--- config.mk ---
export PLATFORM = sky130hd
export DESIGN_NAME = core_pipe5
export DESIGN_NICKNAME = d
export VERILOG_FILES = /design/src/rtl/core_pkg.sv /design/src/rtl/core_decode.sv /design/src/rtl/core_alu.sv /design/src/rtl/core_regfile.sv /design/src/rtl/core_fwd.sv /design/src/rtl/core_pipe5.sv
export SDC_FILE = /design/constraint.sdc
export NUM_CORES = 2
export LEC_CHECK = 0
export BUFFER_PORTS_ARGS = -buffer_cell sky130_fd_sc_hd__buf_2
export CELL_PAD_IN_SITES_DETAIL_PLACEMENT = 0
export CELL_PAD_IN_SITES_GLOBAL_PLACEMENT = 1
export CORE_AREA = 2 2 437 439
export CTS_BUF_LIST = sky130_fd_sc_hd__clkbuf_8
export DETAILED_ROUTE_END_ITERATION = 6
export DIE_AREA = 0 0 439 441
export PLACE_DENSITY_LB_ADDON = 0.2
export SLEW_MARGIN = 10
export SYNTH_ARGS = -nofsm -noshare
export SYNTH_HDL_FRONTEND = slang
export SYNTH_SLANG_ARGS = --single-unit
--- constraint.sdc ---
create_clock -name clk -period 5.4 [get_ports clk]
set_input_delay 0.81 -clock clk [delete_from_list [all_inputs] [get_ports clk]]
set_output_delay 0.81 -clock clk [all_outputs]
set_load 0.01 [all_outputs]
--- src/rtl/core_pkg.sv ---
package core_pkg;
    localparam int XLEN = 32;
    localparam int NREG = 32;
    localparam int RAW  = $clog2(NREG);

    localparam logic [6:0] OPC_LUI   = 7'b0110111;
    localparam logic [6:0] OPC_AUIPC = 7'b0010111;
    localparam logic [6:0] OPC_ALUI  = 7'b0010011;
    localparam logic [6:0] OPC_ALUR  = 7'b0110011;
    localparam logic [6:0] OPC_LOAD  = 7'b0000011;
    localparam logic [6:0] OPC_STORE = 7'b0100011;

    typedef enum logic [2:0] {ALU_ADD, ALU_SUB, ALU_SLL, ALU_SRL, ALU_SRA} alu_op_e;
    typedef enum logic [1:0] {ASRC_REG, ASRC_PC, ASRC_ZERO} asrc_e;

    typedef struct packed {
        logic            we;
        logic [RAW-1:0]  rd;
        alu_op_e         op;
        logic [XLEN-1:0] a;
        logic [XLEN-1:0] b;
    } issue_t;

    typedef struct packed {
        logic            we;
        logic [RAW-1:0]  rd;
        logic [XLEN-1:0] res;
    } result_t;
endpackage

--- src/rtl/core_decode.sv ---
module core_decode
    import core_pkg::*;
(
    input  logic [XLEN-1:0] instr,
    output logic            we,
    output logic [RAW-1:0]  rd,
    output logic [RAW-1:0]  rs1,
    output logic [RAW-1:0]  rs2,
    output alu_op_e         op,
    output asrc_e           asrc,
    output logic            b_imm,
    output logic [XLEN-1:0] imm
);
    logic [6:0]      opc;
    logic [2:0]      f3;
    logic            alt;
    logic [XLEN-1:0] imm_i;
    logic [XLEN-1:0] imm_u;

    assign opc   = instr[6:0];
    assign f3    = instr[14:12];
    assign alt   = instr[30];
    assign rd    = instr[11:7];
    assign rs1   = instr[19:15];
    assign rs2   = instr[24:20];
    assign imm_i = {{(XLEN-12){instr[31]}}, instr[31:20]};
    assign imm_u = {instr[31:12], 12'b0};

    always_comb begin
        we    = 1'b0;
        op    = ALU_ADD;
        asrc  = ASRC_REG;
        b_imm = 1'b0;
        imm   = imm_i;
        unique case (opc)
            OPC_LUI: begin
                we = 1'b1; asrc = ASRC_ZERO; b_imm = 1'b1; imm = imm_u;
            end
            OPC_AUIPC: begin
                we = 1'b1; asrc = ASRC_PC; b_imm = 1'b1; imm = imm_u;
            end
            OPC_ALUI, OPC_ALUR: begin
                b_imm = (opc == OPC_ALUI);
                we    = 1'b1;
                unique case (f3)
                    3'b000:  op = (opc == OPC_ALUR && alt) ? ALU_SUB : ALU_ADD;
                    3'b001:  op = ALU_SLL;
                    3'b101:  op = alt ? ALU_SRA : ALU_SRL;
                    default: we = 1'b0;
                endcase
            end
            default: we = 1'b0;
        endcase
    end
endmodule

--- src/rtl/core_alu.sv ---
module core_alu
    import core_pkg::*;
(
    input  alu_op_e         op,
    input  logic [XLEN-1:0] a,
    input  logic [XLEN-1:0] b,
    output logic [XLEN-1:0] y
);
    localparam int SHW = $clog2(XLEN);
    logic [SHW-1:0] sh;
    assign sh = b[SHW-1:0];

    always_comb begin
        unique case (op)
            ALU_SUB: y = a - b;
            ALU_SLL: y = a << sh;
            ALU_SRL: y = a >> sh;
            ALU_SRA: y = XLEN'($signed(a) >>> sh);
            default: y = a + b;
        endcase
    end
endmodule

--- src/rtl/core_regfile.sv ---
module core_regfile
    import core_pkg::*;
#(
    parameter int W = XLEN,
    parameter int N = NREG,
    localparam int AW = $clog2(N)
) (
    input  logic          clk,
    input  logic          rst,
    input  logic          we,
    input  logic [AW-1:0] wa,
    input  logic [W-1:0]  wd,
    input  logic [AW-1:0] ra [2],
    output logic [W-1:0]  rdata [2],
    output logic [N*W-1:0] dump
);
    logic [W-1:0] regs [N];

    always_ff @(posedge clk) begin
        if (rst) begin
            for (int i = 0; i < N; i++) regs[i] <= '0;
        end else if (we && wa != '0) begin
            regs[wa] <= wd;
        end
    end

    for (genvar p = 0; p < 2; p++) begin : g_rd
        assign rdata[p] = (ra[p] == '0) ? '0 :
                          (we && wa == ra[p]) ? wd : regs[ra[p]];
    end

    for (genvar g = 0; g < N; g++) begin : g_dump
        if (g == 0) begin : g_zero
            assign dump[g*W +: W] = '0;
        end else begin : g_reg
            assign dump[g*W +: W] = regs[g];
        end
    end
endmodule

--- src/rtl/core_fwd.sv ---
module core_fwd
    import core_pkg::*;
(
    input  logic [RAW-1:0]  rs,
    input  logic [XLEN-1:0] rf_val,
    input  logic            x_we,
    input  logic [RAW-1:0]  x_rd,
    input  logic [XLEN-1:0] x_res,
    input  logic            m_we,
    input  logic [RAW-1:0]  m_rd,
    input  logic [XLEN-1:0] m_res,
    output logic [XLEN-1:0] val
);
    logic x_hit, m_hit;
    assign x_hit = x_we && x_rd != '0 && x_rd == rs;
    assign m_hit = m_we && m_rd != '0 && m_rd == rs;
    assign val   = x_hit ? x_res : (m_hit ? m_res : rf_val);
endmodule

--- src/rtl/core_pipe5.sv ---
module core_pipe5
    import core_pkg::*;
(
    input  logic                 clk,
    input  logic                 rst,
    output logic [XLEN-1:0]      imem_addr,
    input  logic [XLEN-1:0]      imem_data,
    output logic [XLEN-1:0]      pc_out,
    output logic [NREG*XLEN-1:0] rf_dump
);
    localparam logic [XLEN-1:0] PC_STEP = XLEN'(4);

    logic [XLEN-1:0] pc_q;
    logic [XLEN-1:0] fd_instr;
    logic [XLEN-1:0] fd_pc;
    logic            fd_valid;
    issue_t          dx_q, dx_d;
    result_t         xm_q, mw_q;

    logic            dec_we, dec_bimm;
    logic [RAW-1:0]  dec_rd;
    logic [RAW-1:0]  rs_idx [2];
    logic [XLEN-1:0] rf_val [2];
    logic [XLEN-1:0] opnd   [2];
    alu_op_e         dec_op;
    asrc_e           dec_asrc;
    logic [XLEN-1:0] dec_imm;
    logic [XLEN-1:0] alu_y;

    assign imem_addr = pc_q;
    assign pc_out    = pc_q;

    core_decode u_dec (
        .instr (fd_instr), .we (dec_we), .rd (dec_rd),
        .rs1 (rs_idx[0]), .rs2 (rs_idx[1]), .op (dec_op),
        .asrc (dec_asrc), .b_imm (dec_bimm), .imm (dec_imm)
    );

    core_regfile u_rf (
        .clk (clk), .rst (rst), .we (mw_q.we), .wa (mw_q.rd), .wd (mw_q.res),
        .ra (rs_idx), .rdata (rf_val), .dump (rf_dump)
    );

    for (genvar p = 0; p < 2; p++) begin : g_fwd
        core_fwd u_fwd (
            .rs (rs_idx[p]), .rf_val (rf_val[p]),
            .x_we (dx_q.we), .x_rd (dx_q.rd), .x_res (alu_y),
            .m_we (xm_q.we), .m_rd (xm_q.rd), .m_res (xm_q.res),
            .val (opnd[p])
        );
    end

    always_comb begin
        dx_d.we = dec_we && fd_valid;
        dx_d.rd = dec_rd;
        dx_d.op = dec_op;
        unique case (dec_asrc)
            ASRC_PC:   dx_d.a = fd_pc;
            ASRC_ZERO: dx_d.a = '0;
            default:   dx_d.a = opnd[0];
        endcase
        dx_d.b = dec_bimm ? dec_imm : opnd[1];
    end

    core_alu u_alu (.op (dx_q.op), .a (dx_q.a), .b (dx_q.b), .y (alu_y));

    always_ff @(posedge clk) begin
        if (rst) begin
            pc_q     <= '0;
            fd_instr <= '0;
            fd_pc    <= '0;
            fd_valid <= 1'b0;
            dx_q     <= '0;
            xm_q     <= '0;
            mw_q     <= '0;
        end else begin
            pc_q     <= pc_q + PC_STEP;
            fd_instr <= imem_data;
            fd_pc    <= pc_q;
            fd_valid <= 1'b1;
            dx_q     <= dx_d;
            xm_q     <= '{we: dx_q.we, rd: dx_q.rd, res: alu_y};
            mw_q     <= xm_q;
        end
    end
endmodule

==> impl_metrics.env <==
export IMPL_outcome="completed"
export IMPL_syn_area_um2=70800
export IMPL_firstDrtPassIters=7
export IMPL_antenna_found_initial=30
export IMPL_drive_above_1_share_pct=34.0
export IMPL_yosysMostFrequentCell="edfxtp_1"
export IMPL_synth_top_cells_by_count="1,024 x edfxtp_1, 1,013 x and2_1, 510 x mux4_2"
export IMPL_ys_seq_area_share_pct=50.2
export IMPL_synthArstFlopShare_pct=0
export IMPL_synth_area_leader_cell="edfxtp_1"
export IMPL_hold_viol_final=0
export IMPL_fin_nets=6680
export IMPL_start_kind="register"
export IMPL_crit_arrival_ns=5.48
export IMPL_ys_types=88
export IMPL_crit_type="reg -> reg"
export IMPL_grt_pass1_wl_mm=524
export IMPL_row_count=160
export IMPL_endpoint_kind="register"
export IMPL_maxCapViolations=0
export IMPL_met3_usage_pct=11.6
export IMPL_area_growth_syn_to_layout_pct=19.3
export IMPL_via_per_inst=6.39
export IMPL_syn_avg_cell_area_um2=12.8
export IMPL_netSwitchingFraction_pct=33.9
export IMPL_die_area_um2=194000
export IMPL_achievable_frequency_mhz=214
export IMPL_cellPowerDensity_nw_per_um2=309
export IMPL_die_h_um=441
export IMPL_synth_ff_type="edfxtp_1"
export IMPL_peakVddDrop_uv=193
export IMPL_first_global_vias=56194
export IMPL_setup_viol=0
export IMPL_required_ns=6.21
export IMPL_p_comb_share_pct=20.3
export IMPL_core_area_um2=189000
export IMPL_io_buffers=1085
export IMPL_fin_skew_ns=0.0849
export IMPL_route_final_wire_length_mm=399
export IMPL_ctsResizeCount=0
export IMPL_cts_root_buf="clkbuf_8"
export IMPL_cts_tree="yes"
export IMPL_insertion_delay_ns=1.03
export IMPL_cts_buffers=227
export IMPL_final_core_util_pct=44.7
export IMPL_synthTopCellsByArea="edfxtp_1 43%, mux4_2 16%, and2_1 8.9%, dfxtp_1 6.8%, mux2i_1 4.4%"
export IMPL_track_usage_pct=40.1
export IMPL_grt_busiest_layer="met2"
export IMPL_cp_max_fo=18
export IMPL_netlist_area_leader_share_pct=43.4
export IMPL_grt_max_degree=124
export IMPL_synth_seq_cells=1266
export IMPL_hpwl_mm=290
export IMPL_vias=59560
export IMPL_clock_power_share_pct=34.8
export IMPL_tightest_slew_ns=1.33
export IMPL_wl_per_cell_um=42.8
export IMPL_p_sw_mw=8.86
export IMPL_period_minus_slack_ns=4.67
export IMPL_ctsLongestPathBuffers=3
export IMPL_p_seq_share_pct=44.8
export IMPL_relSlewSlack_pct=10.4
export IMPL_use_met1_pct=50.3
export IMPL_overflow=0
export IMPL_fin_crit_sh_pct=86.4
export IMPL_use_met2_pct=59.7
export IMPL_clkTransAtPathRegs_ns=0.06
export IMPL_synth_edf_count=1024
export IMPL_remaining_drc_errors=0
export IMPL_syn_inst=5535
export IMPL_p_int_mw=17.3
export IMPL_slew_violations=0
export IMPL_gp_congestion=1.01
export IMPL_drt_initial_drc_count=9072
export IMPL_ctsHtreeMaxLevel=4
export IMPL_cts_sinks=1266
export IMPL_initial_core_util_pct=37.4
export IMPL_p_leak_nw=32.9
export IMPL_die_w_um=439
export IMPL_rsz0062_at_grt="no"
export IMPL_min_path_type="in -> reg"
export IMPL_tns_ns=0
export IMPL_io_pins=1122
export IMPL_postRouteAntennaNets=0
export IMPL_yosysWarningCount=0
per-layer routing:
metal  up-vias  share of wire, %
li1      23138                 -
met1     30867                36
met2      4540                44
met3       999                11
met4        16               8.4
met5         -             0.022
critical path: stages, from the launching register on:
cell	delay (ns)
dfxtp_1	0.54
nor3_1	0.47
nand4_1	0.18
buf_4	0.22
nor2_1	0.27
a21oi_1	0.14
xnor2_1	0.16
ha_1	0.46
nand2_1	0.20
o21ai_0	0.38
o41ai_1	0.14
buf_4	0.17
o22ai_1	0.16
a211o_1	0.14
xor2_1	0.30
a21oi_1	0.16
a2111oi_0	0.41
power groups by stage:
stage,Clock [mW],Sequential (mW),Combinational (mW)
6_report,9.11,11.7,5.31
5_1_grt,9.51,11.7,5.42
4_1_cts,9.12,11.7,5.17
3_5_place_dp,0,11.9,5.15
3_3_place_gp,0,11.9,5.15
2_1_floorplan,0,11.6,2.69
stage by stage:
step	power (mW)	hold WS [ns]	instances	worst slack [ns]	instance area (µm²)
floorplan	14.3	0.392	5602	0.908	71100
global placement	17.0	0.449	8876	0.818	79900
detailed placement	17.0	0.449	8876	0.824	79900
CTS	26.0	0.00464	9315	0.764	84500
global route	26.7	0.0379	9318	0.263	84500
finish	26.1	0.0751	9328	0.732	84500
flip-flops by register name (all words and copies together) (netlist names):
name / cells
dx_q: 73
fd_valid: 1
imem_addr: 30
mw_q: 38
fd_instr: 32
xm_q: 38
u_rf.regs: 1024
fd_pc: 30
cells in the final DEF (no fill, tap or decap), types with 33 or more instances in the layout:
cell type / count
xor2_1: 55
conb_1: 68
a21oi_1: 153
dfxtp_1: 229
a22oi_1: 60
nand2_1: 207
o211ai_1: 46
clkinv_2: 33
mux4_2: 510
nor2_1: 213
edfxtp_1: 1024
buf_4: 253
o22ai_1: 42
buf_2: 1084
nor2b_1: 127
ha_1: 36
and2_1: 1013
mux2i_1: 314
a221oi_1: 160
nand3_1: 53
o21ai_0: 121
clkinv_1: 48
nor3_1: 33
xnor2_1: 47
clkbuf_8: 241
inv_1: 101
what timing repair did:
item,in CTS,in global routing
setup buffers,0,0
hold buffers,15,0
endpoints found under the hold margin,15,0
final timing paths:
check	cells past startpoint	startpoint	to	slack, ns
hold reg to reg	2	fd_valid	dx_q[72]	0.47
setup / recovery	16	dx_q[2]	dx_q[58]	0.73
hold / removal	2	imem_data[13]	fd_instr[13]	0.08
setup reg to reg	16	dx_q[2]	dx_q[58]	0.73
cells by family after synthesis:
family | after synthesis | synth area share [%]
XOR/XNOR | 102 | 1.26
multiplexers | 856 | 21.2
AO/OA/AOI/OAI | 833 | 8.20
flip-flops | 1266 | 50.2
adder cells (fa/ha/maj) | 37 | 0.664
buffers and inverters | 624 | 4.00
other | 1 | 0.00529
AND/OR/NAND/NOR | 1816 | 14.4
area by class of cell:
cell class	instances	area, µm²
clock buffers	241	3320
well taps	2511	3140
clock inverters	183	1080
fillers	17542	105000
multi-input cells	3712	33300
repair buffers	1375	7930
flip-flops and latches	1266	35600
diodes	13	32.5
inverters	27	105
Note: power is estimated with default switching activity, not from simulation.
